## config.mk

```make
export PLATFORM = sky130hd
export DESIGN_NAME = ep0_ctl_status
export DESIGN_NICKNAME = d
export VERILOG_FILES = /design/src/rtl/ep0_pkg.sv /design/src/rtl/ep0_flag_cell.sv /design/src/rtl/ep0_wr_decode.sv /design/src/rtl/ep0_irq_gen.sv /design/src/rtl/ep0_ctl_status.sv
export SDC_FILE = /design/constraint.sdc
export NUM_CORES = 1
export LEC_CHECK = 0
export ABC_AREA = 1
export BUFFER_PORTS_ARGS = -buffer_cell sky130_fd_sc_hd__buf_4
export CAP_MARGIN = 20
export CORE_AREA = 2 2 39 41
export CTS_CLUSTER_DIAMETER = 150
export DETAILED_ROUTE_END_ITERATION = 7
export DIE_AREA = 0 0 41 43
export GPL_ROUTABILITY_DRIVEN = 0
export HOLD_SLACK_MARGIN = 0.03
export PLACE_DENSITY = 0.67
export SETUP_SLACK_MARGIN = 0.02
export SLEW_MARGIN = 40
export SYNTH_ARGS = -nofsm -noshare
export SYNTH_HDL_FRONTEND = slang
export SYNTH_SLANG_ARGS = --single-unit
```

## constraint.sdc

```tcl
create_clock -name clk -period 2 [get_ports clk]
set_clock_uncertainty 0.05 [all_clocks]
set_input_delay 0.4 -clock clk [delete_from_list [all_inputs] [get_ports clk]]
set_output_delay 0.4 -clock clk [all_outputs]
set_load 0.02 [all_outputs]
```

## src/rtl/ep0_pkg.sv

```systemverilog
package ep0_pkg;

  localparam int unsigned REG_W   = 8;
  localparam int unsigned NFLAG   = 6;

  localparam int unsigned B_RX    = 0;
  localparam int unsigned B_TX    = 1;
  localparam int unsigned B_SSENT = 2;
  localparam int unsigned B_LAST  = 3;
  localparam int unsigned B_EARLY = 4;
  localparam int unsigned B_STALL = 5;
  localparam int unsigned B_SVRX  = 6;
  localparam int unsigned B_SVEAR = 7;

  // 1: set wins over clear in the same cycle; 0: clear wins
  localparam logic [NFLAG-1:0] SET_WINS = 6'b110111;

  typedef struct packed {
    logic setup_end;
    logic proto_stall;
    logic pkt_rcvd;
    logic pkt_sent;
    logic status_done;
  } ep0_evt_t;

endpackage

```

## src/rtl/ep0_flag_cell.sv

```systemverilog
module ep0_flag_cell #(
  parameter bit SET_PRIO = 1'b1
) (
  input  logic clk,
  input  logic rst_n,
  input  logic set_i,
  input  logic clr_i,
  output logic d_o,
  output logic q_o
);

  logic en;
  logic nxt;
  logic q_r;

  always_comb begin
    en = set_i | clr_i;
    if (SET_PRIO) begin
      nxt = set_i ? 1'b1 : 1'b0;
    end else begin
      nxt = clr_i ? 1'b0 : 1'b1;
    end
  end

  always_ff @(posedge clk or negedge rst_n) begin
    if (!rst_n) begin
      q_r <= 1'b0;
    end else if (en) begin
      q_r <= nxt;
    end
  end

  assign d_o = en ? nxt : q_r;
  assign q_o = q_r;

endmodule

```

## src/rtl/ep0_wr_decode.sv

```systemverilog
module ep0_wr_decode
  import ep0_pkg::*;
(
  input  logic             wr_i,
  input  logic [REG_W-1:0] wdata_i,
  input  ep0_evt_t         evt_i,
  input  logic [NFLAG-1:0] q_i,
  output logic [NFLAG-1:0] set_o,
  output logic [NFLAG-1:0] clr_o,
  output logic             tx_done_o
);

  logic fw_set_tx;

  always_comb begin
    fw_set_tx = wr_i & wdata_i[B_TX];

    set_o = '0;
    clr_o = '0;

    set_o[B_RX]    = evt_i.pkt_rcvd;
    clr_o[B_RX]    = wr_i & wdata_i[B_SVRX];

    set_o[B_TX]    = fw_set_tx;
    clr_o[B_TX]    = evt_i.pkt_sent;

    set_o[B_SSENT] = evt_i.proto_stall;
    clr_o[B_SSENT] = wr_i & ~wdata_i[B_SSENT];

    set_o[B_LAST]  = wr_i & wdata_i[B_LAST];
    clr_o[B_LAST]  = evt_i.status_done | evt_i.setup_end;

    set_o[B_EARLY] = evt_i.setup_end;
    clr_o[B_EARLY] = wr_i & wdata_i[B_SVEAR];

    set_o[B_STALL] = wr_i & wdata_i[B_STALL];
    clr_o[B_STALL] = wr_i & ~wdata_i[B_STALL];

    tx_done_o = evt_i.pkt_sent & q_i[B_TX] & ~fw_set_tx;
  end

endmodule

```

## src/rtl/ep0_irq_gen.sv

```systemverilog
module ep0_irq_gen
  import ep0_pkg::*;
(
  input  logic             clk,
  input  logic             rst_n,
  input  logic [NFLAG-1:0] d_i,
  input  logic [NFLAG-1:0] q_i,
  input  logic             tx_done_i,
  output logic             irq_o,
  output logic             flush_o
);

  localparam logic [NFLAG-1:0] IRQ_SRC =
    (NFLAG'(1) << B_EARLY) | (NFLAG'(1) << B_SSENT) | (NFLAG'(1) << B_RX);

  logic [NFLAG-1:0] rise;
  logic irq_nxt;
  logic flush_nxt;
  logic irq_r;
  logic flush_r;

  always_comb begin
    rise      = d_i & ~q_i;
    irq_nxt   = (|(rise & IRQ_SRC)) | tx_done_i;
    flush_nxt = rise[B_EARLY];
  end

  always_ff @(posedge clk or negedge rst_n) begin
    if (!rst_n) begin
      irq_r   <= 1'b0;
      flush_r <= 1'b0;
    end else begin
      irq_r   <= irq_nxt;
      flush_r <= flush_nxt;
    end
  end

  assign irq_o   = irq_r;
  assign flush_o = flush_r;

endmodule

```

## src/rtl/ep0_ctl_status.sv

```systemverilog
module ep0_ctl_status
  import ep0_pkg::*;
(
  input  logic       clk,
  input  logic       rst_n,
  input  logic       mcu_wr,
  input  logic [7:0] mcu_wdata,
  output logic [7:0] mcu_rdata,
  input  logic       ev_setup_end,
  input  logic       ev_proto_stall,
  input  logic       ev_pkt_rcvd,
  input  logic       ev_pkt_sent,
  input  logic       ev_status_done,
  output logic       irq,
  output logic       fifo_flush,
  output logic       fifo_lock,
  output logic       stall_req
);

  localparam int unsigned SYNC_STAGES = 2;

  logic [SYNC_STAGES-1:0] rst_pipe;
  logic                   rst_sync_n;
  ep0_evt_t               evt;
  logic [NFLAG-1:0]       set_v;
  logic [NFLAG-1:0]       clr_v;
  logic [NFLAG-1:0]       flag_d;
  logic [NFLAG-1:0]       flag_q;
  logic                   tx_done;

  // asynchronous assert, synchronous release
  always_ff @(posedge clk or negedge rst_n) begin
    if (!rst_n) begin
      rst_pipe <= '0;
    end else begin
      rst_pipe <= {rst_pipe[SYNC_STAGES-2:0], 1'b1};
    end
  end
  assign rst_sync_n = rst_pipe[SYNC_STAGES-1];

  always_comb begin
    evt.setup_end   = ev_setup_end;
    evt.proto_stall = ev_proto_stall;
    evt.pkt_rcvd    = ev_pkt_rcvd;
    evt.pkt_sent    = ev_pkt_sent;
    evt.status_done = ev_status_done;
  end

  ep0_wr_decode u_dec (
    .wr_i      (mcu_wr),
    .wdata_i   (mcu_wdata),
    .evt_i     (evt),
    .q_i       (flag_q),
    .set_o     (set_v),
    .clr_o     (clr_v),
    .tx_done_o (tx_done)
  );

  for (genvar i = 0; i < NFLAG; i++) begin : g_flag
    ep0_flag_cell #(
      .SET_PRIO (SET_WINS[i])
    ) u_cell (
      .clk   (clk),
      .rst_n (rst_sync_n),
      .set_i (set_v[i]),
      .clr_i (clr_v[i]),
      .d_o   (flag_d[i]),
      .q_o   (flag_q[i])
    );
  end

  ep0_irq_gen u_irq (
    .clk       (clk),
    .rst_n     (rst_sync_n),
    .d_i       (flag_d),
    .q_i       (flag_q),
    .tx_done_i (tx_done),
    .irq_o     (irq),
    .flush_o   (fifo_flush)
  );

  assign mcu_rdata = {{(REG_W-NFLAG){1'b0}}, flag_q};
  assign fifo_lock = flag_q[B_EARLY];
  assign stall_req = flag_q[B_STALL];

endmodule

```

==> summary.txt, run 1 <==
STA
  • RSZ-0062 raised after global routing: no
  • Setup violators final: 0
  • FMAX: 788 MHz
  • Post-route setup TNS: 0 ns
  • Fin crit period: 1.27 ns
  • Setup ws final: 0.731 ns
  • Period utilization: 0.635
  • Slew Limit Fails: 0
  • Final hold vios: 0

Synthesis
  • Synthesized cell area: 439 sq um
  • Share of Yosys cell area claimed by the top area cell type: 0.570
  • Sequential-to-total area share from yosys stat: 0.570
  • Synth area leaders: dfrtp_1 (57%), buf_4 (14%), nand2_1 (8.5%)
  • Post-Syn Area per Cell: 8.96 sq um
  • Gate Count Post-Synth: 49
  • Ys Warns: 0
  • Largest area contributor in the netlist: dfrtp_1
  • Distinct cells, synth: 10
  • Synth Register Bits: 10

Critical path
  • CP cell instances: buf_4
  • Critical path capture point type: output port
  • Worst path required time: 1.55 ns
  • Worst Setup Start Kind: register
  • Highest-delay cell along the critical path: dfrtp_1
  • Worst Path Class, Setup: reg -> out
  • R2R Setup Slk: 1.14 ns
  • Crit path DAT: 0.82 ns
  • R2R cell count: 3
  • Worst-path fanout max: 3
  • Crit-path max cell delay: 0.39 ns
  • CP bufs+invs: 1
  • Crit path max-delay family: flip-flops

Floorplan
  • Starting density of the core: 0.317
  • Die Area: 1760 sq um
  • Area of the core: 1380 sq um
  • Die Y-Extent: 43 microns
  • Row count: 14
  • # IOs: 28
  • Die W: 41 microns

Drt
  • DR WL/cell: 8.78 microns
  • Vias/cell: 4.05
  • Total Wirelength: 755 microns
  • Initial DRC count: 5
  • Pre-antenna DRT Iters: 3
  • DR vias: 348
  • Routed Antenna Nets: 0
  • DRC viols: 0

Global routing
  • Vias in the first global route: 280
  • Initial antenna violation count: 0
  • First-pass GRT wire length: 1.07 mm
  • Gr usage total: 0.0987
  • Largest net degree at the start of global routing: 9
  • Total grt overflow: 0

Run
  • Max Cap Violations: 0

Final layout
  • FF+latch area: 250 sq um
  • Utilization after layout: 0.449
  • P&R area growth vs syn: 41.6%
  • Design Area, Final: 622 sq um
  • Share of cells above drive strength 1: 0.386
  • Fillers: 151
  • Most frequent cells in the layout: buf_4 (23), nand2_1 (10), dfrtp_1 (10)
  • Area of the multi-input gates: 103 sq um
  • Number of antenna diodes: 0
  • Commonest non-fill, non-tap cell in the layout: buf_4
  • Post-layout net count: 87
  • Final Instance Count excl. Fillers: 86

Power
  • Internal Pwr Total: 0.000370 W
  • Clock power share: 0.363
  • Comb power frac: 0.178
  • Sw Share: 0.247
  • NetSw: 0.000121 W
  • Reg power frac: 0.459
  • Pleak: 0.365 nW
  • Pwr/cell area: 789 nW/um^2
  • Max VDD drop: 0.390 mV

Clocking
  • Max Root-Sink Buffers: 2
  • TritonCTS clock tree: done
  • Root Driver: clkbuf_4
  • Clk_lat worst skew: 0.26 ns
  • H-tree levels: 1
  • Post-cts resize count: 0
  • Clock transition at the registers of the reported paths: 0.07 ns
  • CTS sink cnt: 10
  • CTS Buf Count: 3

Placed design
  • Cell count after placement: 81
  • Dpl hpwl: 623 microns
  • I/O Buffers: 23
  • Placed inst area: 576 sq um
  • Post-place setup slack: 1.01 ns

Hold path
  • HP Class: reg -> async

Run status
  • Status: complete, no violations
[per-stage QoR]
stage | total power [W] | hold slack (ns)
detailed placement | 0.000317 | 0.0829
finish | 0.000491 | 0.0678
floorplan | 0.000282 | 0.0446
CTS | 0.000503 | 0.0824
global route | 0.000518 | 0.116
global placement | 0.000315 | 0.0832
[how the worst max path moves through the flow]
stage / from / to / slack (ns) / cells past startpoint
finish: register / mcu_rdata[2] / 0.73 / 1
CTS: register / mcu_rdata[2] / 0.71 / 1
global route: register / mcu_rdata[1] / 0.69 / 1
global placement: register / mcu_rdata[4] / 1.02 / 1
detailed placement: mcu_wr / register / 1.01 / 5
floorplan: g_flag[5].u_cell.q_o / mcu_rdata[5] / 0.92 / 1
[synth_stat cells]
master / count
or2_1: 2
nand2_1: 10
conb_1: 2
a21oi_1: 2
buf_4: 8
nand3_1: 1
dfrtp_1: 10
nor2_1: 3
o21ai_0: 3
inv_1: 8
[kinds of logic (layout without fill, tap and decap cells)]
family	count (synthesis)	after routing	share of synthesized area
AOI/OAI and AO/OA	5	5	0.0570
other	2	3	0.0171
buffers and inverters	16	36	0.205
and+or+nand+nor	16	16	0.151
DFF	10	10	0.570
[power by group through the flow]
stage	Sequential (W)	Clock, W	Combinational [W]
6_report	0.000225	0.000178	0.0000874
5_1_grt	0.000227	0.000196	0.0000955
4_1_cts	0.000226	0.000189	0.0000888
3_5_place_dp	0.000230	0	0.0000872
3_3_place_gp	0.000229	0	0.0000861
2_1_floorplan	0.000236	0	0.0000452
[worst register-to-register path, stage by stage, from the launching register on]
cell and delay, ns:
dfrtp_1 0.39, inv_1 0.07, a21oi_1 0.04, or2_1 0.20
[per-layer routing]
metal,GRT usage,part of all wire,routed length [microns]
met2,0.141,0.48,360
met4,0.0600,0,0
met3,0.0628,0.13,96
met1,0.104,0.39,298
met5,0,0,0
[layout make-up]
cell class | instances | share of cell area
Sequential cell | 10 | 0.402
Timing Repair Buffer | 24 | 0.294
Multi-Input combinational cell | 24 | 0.165
Clock buffer | 4 | 0.0584
Inverter | 8 | 0.0483
Tap cell | 16 | 0.0322
[what timing repair did]
action | CTS | global route
hold endpoints to repair | 2 | 0
setup buffers | 0 | 0
endpoints found under the setup margin | 0 | 0
hold buffers | 1 | 0
(Power assumes the default switching activity.)
==> inputs of run 2 (changes only) <==
==> constraint.sdc (replaced) <==
create_clock -name clk -period 1.2 [get_ports clk]
set_clock_uncertainty 0.05 [all_clocks]
set_input_delay 0.24 -clock clk [delete_from_list [all_inputs] [get_ports clk]]
set_output_delay 0.24 -clock clk [all_outputs]
set_load 0.02 [all_outputs]
==> summary.txt, run 2 (synthesized netlist as in run 1, its figures left out) <==
Clocking
  • CTS Buf Count: 3 (unchanged)
  • Root Driver: clkbuf_4
  • Max Root-Sink Buffers: 2 (unchanged)
  • H-tree levels: 1 (unchanged)
  • Clock transition at the registers of the reported paths: 0.06 ns (about the same)
  • TritonCTS clock tree: done
  • CTS sink cnt: 10 (unchanged)
  • Clk_lat worst skew: 0.25 ns (about the same)
  • Post-cts resize count: 0 (unchanged)

Global routing
  • Vias in the first global route: 292 (+4.3%)
  • Most Crowded Layer GR: met2
  • Met1 global-route usage: 0.101 (-0.00336)
  • First-pass GRT wire length: 1.07 mm (unchanged)
  • Gr usage total: 0.0936 (-0.00509)
  • Initial antenna violation count: 0 (unchanged)
  • Met2 Usage GRT: 0.144 (+0.00312)
  • Largest net degree at the start of global routing: 9 (unchanged)
  • Total grt overflow: 0 (unchanged)
  • Routing usage on met3: 0.0681 (+0.00524)

Drt
  • DRC viols: 0 (unchanged)
  • DR vias: 336 (-3.4%)
  • Total Wirelength: 721 microns (-4.5%)
  • DR WL/cell: 8.48 microns (-3.4%)
  • Pre-antenna DRT Iters: 2 (-1)
  • Initial DRC count: 4 (-1)
  • Vias/cell: 3.95 (-2.3%)
  • Routed Antenna Nets: 0 (unchanged)

Final layout
  • Fillers: 146 (-3.3%)
  • Most frequent cells in the layout: buf_4 (23), nand2_1 (10), dfrtp_1 (10)
  • Final Instance Count excl. Fillers: 85 (-1.2%)
  • Area of the multi-input gates: 103 sq um (unchanged)
  • P&R area growth vs syn: 38.5%
  • FF+latch area: 250 sq um (unchanged)
  • Number of antenna diodes: 0 (unchanged)
  • Commonest non-fill, non-tap cell in the layout: buf_4
  • Post-layout net count: 87 (unchanged)
  • Share of cells above drive strength 1: 0.377 (-0.00890)
  • Utilization after layout: 0.439 (-0.00995)

Critical path
  • Crit path max-delay family: flip-flops
  • Critical path capture point type: output port
  • Worst Path Class, Setup: reg -> out
  • Highest-delay cell along the critical path: dfrtp_1
  • Worst Setup Start Kind: register
  • CP cell instances: buf_4
  • Crit-path max cell delay: 0.39 ns (about the same)
  • Crit path DAT: 0.80 ns (-0.02 ns)
  • CP bufs+invs: 1 (unchanged)
  • Worst-path fanout max: 3 (unchanged)
  • Worst path required time: 0.91 ns (-0.64 ns)

Power
  • Pwr/cell area: 1200 nW/um^2 (+52%)
  • Pleak: 0.358 nW (-2.0%)
  • Max VDD drop: 0.671 mV (+72%)
  • Power consumption: 0.000730 W (+49%)

Hold path
  • HP Class: reg -> async

Run status
  • Status: complete, no violations

STA
  • Final hold vios: 0 (unchanged)
  • FMAX: 918 MHz
  • Post-route setup TNS: 0 ns (unchanged)
  • Fin crit period: 1.09 ns
  • Period utilization: 0.908
  • Slew Limit Fails: 0 (unchanged)
  • Hold_ws: 0.0709 ns (+0.00312 ns)
  • RSZ-0062 raised after global routing: no
  • Setup violators final: 0 (unchanged)

Placed design
  • I/O Buffers: 23 (unchanged)
  • Dpl hpwl: 608 microns (-2.4%)
  • Cell count after placement: 81 (unchanged)

Floorplan
  • # IOs: 28 (unchanged)
  • Die Y-Extent: 43 microns (unchanged)
  • Starting density of the core: 0.317 (unchanged)
  • Area of the core: 1380 sq um (unchanged)
  • Row count: 14 (unchanged)
  • Die Area: 1760 sq um (unchanged)
  • Die W: 41 microns (unchanged)

Run
  • Max Cap Violations: 0 (unchanged)
-- run 2: cell count changes in the layout (fill, tap and decap cells not counted) --
cell      previous run  this run
clkbuf_8             1         0
-- run 2: worst register-to-register path, stage by stage (launching register included) --
cell and delay [ns]:
dfrtp_1 0.39, inv_1 0.07, a21oi_1 0.04, or2_1 0.20
-- run 2: where the power goes --
part	total, W	internal, W	switching [W]	leakage, nW
registers	0.000376	0.000360	0.0000155	0.117
clock network	0.000209	0.000115	0.0000939	0.0138
logic	0.000146	0.0000725	0.0000734	0.227
-- run 2: layer usage --
metal,part of all wire,routed length [microns]
met1,0.42,300
met2,0.47,342
met3,0.11,78
met4,0,0
met5,0,0
-- run 2: path summary, 6_finish.rpt --
path,to,start,slack (ns),depth (start not counted)
max reg2reg,register,register,0.35,3
min,asynchronous set/reset pin,rst_pipe[1],0.07,0
min reg2reg,asynchronous set/reset pin,rst_pipe[1],0.07,0
min in group clk,register,ev_pkt_sent,0.14,2
max in group asynchronous,rst_pipe[1],rst_n,0.77,2
max,fifo_lock,register,0.11,1
-- run 2: cell type report --
class | instances | area share
inverters | 8 | 0.0494
repair buffers | 24 | 0.300
well taps | 16 | 0.0329
clock buffers | 3 | 0.0370
multi-input cells | 24 | 0.169
flip-flops and latches | 10 | 0.412
-- run 2: what timing repair did --
| action | 4_1_cts | 5_1_grt |
|---|---|---|
| buffers inserted | 0 | 0 |
| hold endpoints to repair | 2 | 0 |
| hold buffers | 1 | 0 |
-- run 2: metrics by stage --
step                      instance area, sq um  worst slack (ns)
after floorplan                            443             0.271
after global placement                     576             0.352
after detailed placement                   576             0.353
after CTS                                  608            0.0940
after global routing                       608            0.0713
final                                      608             0.110
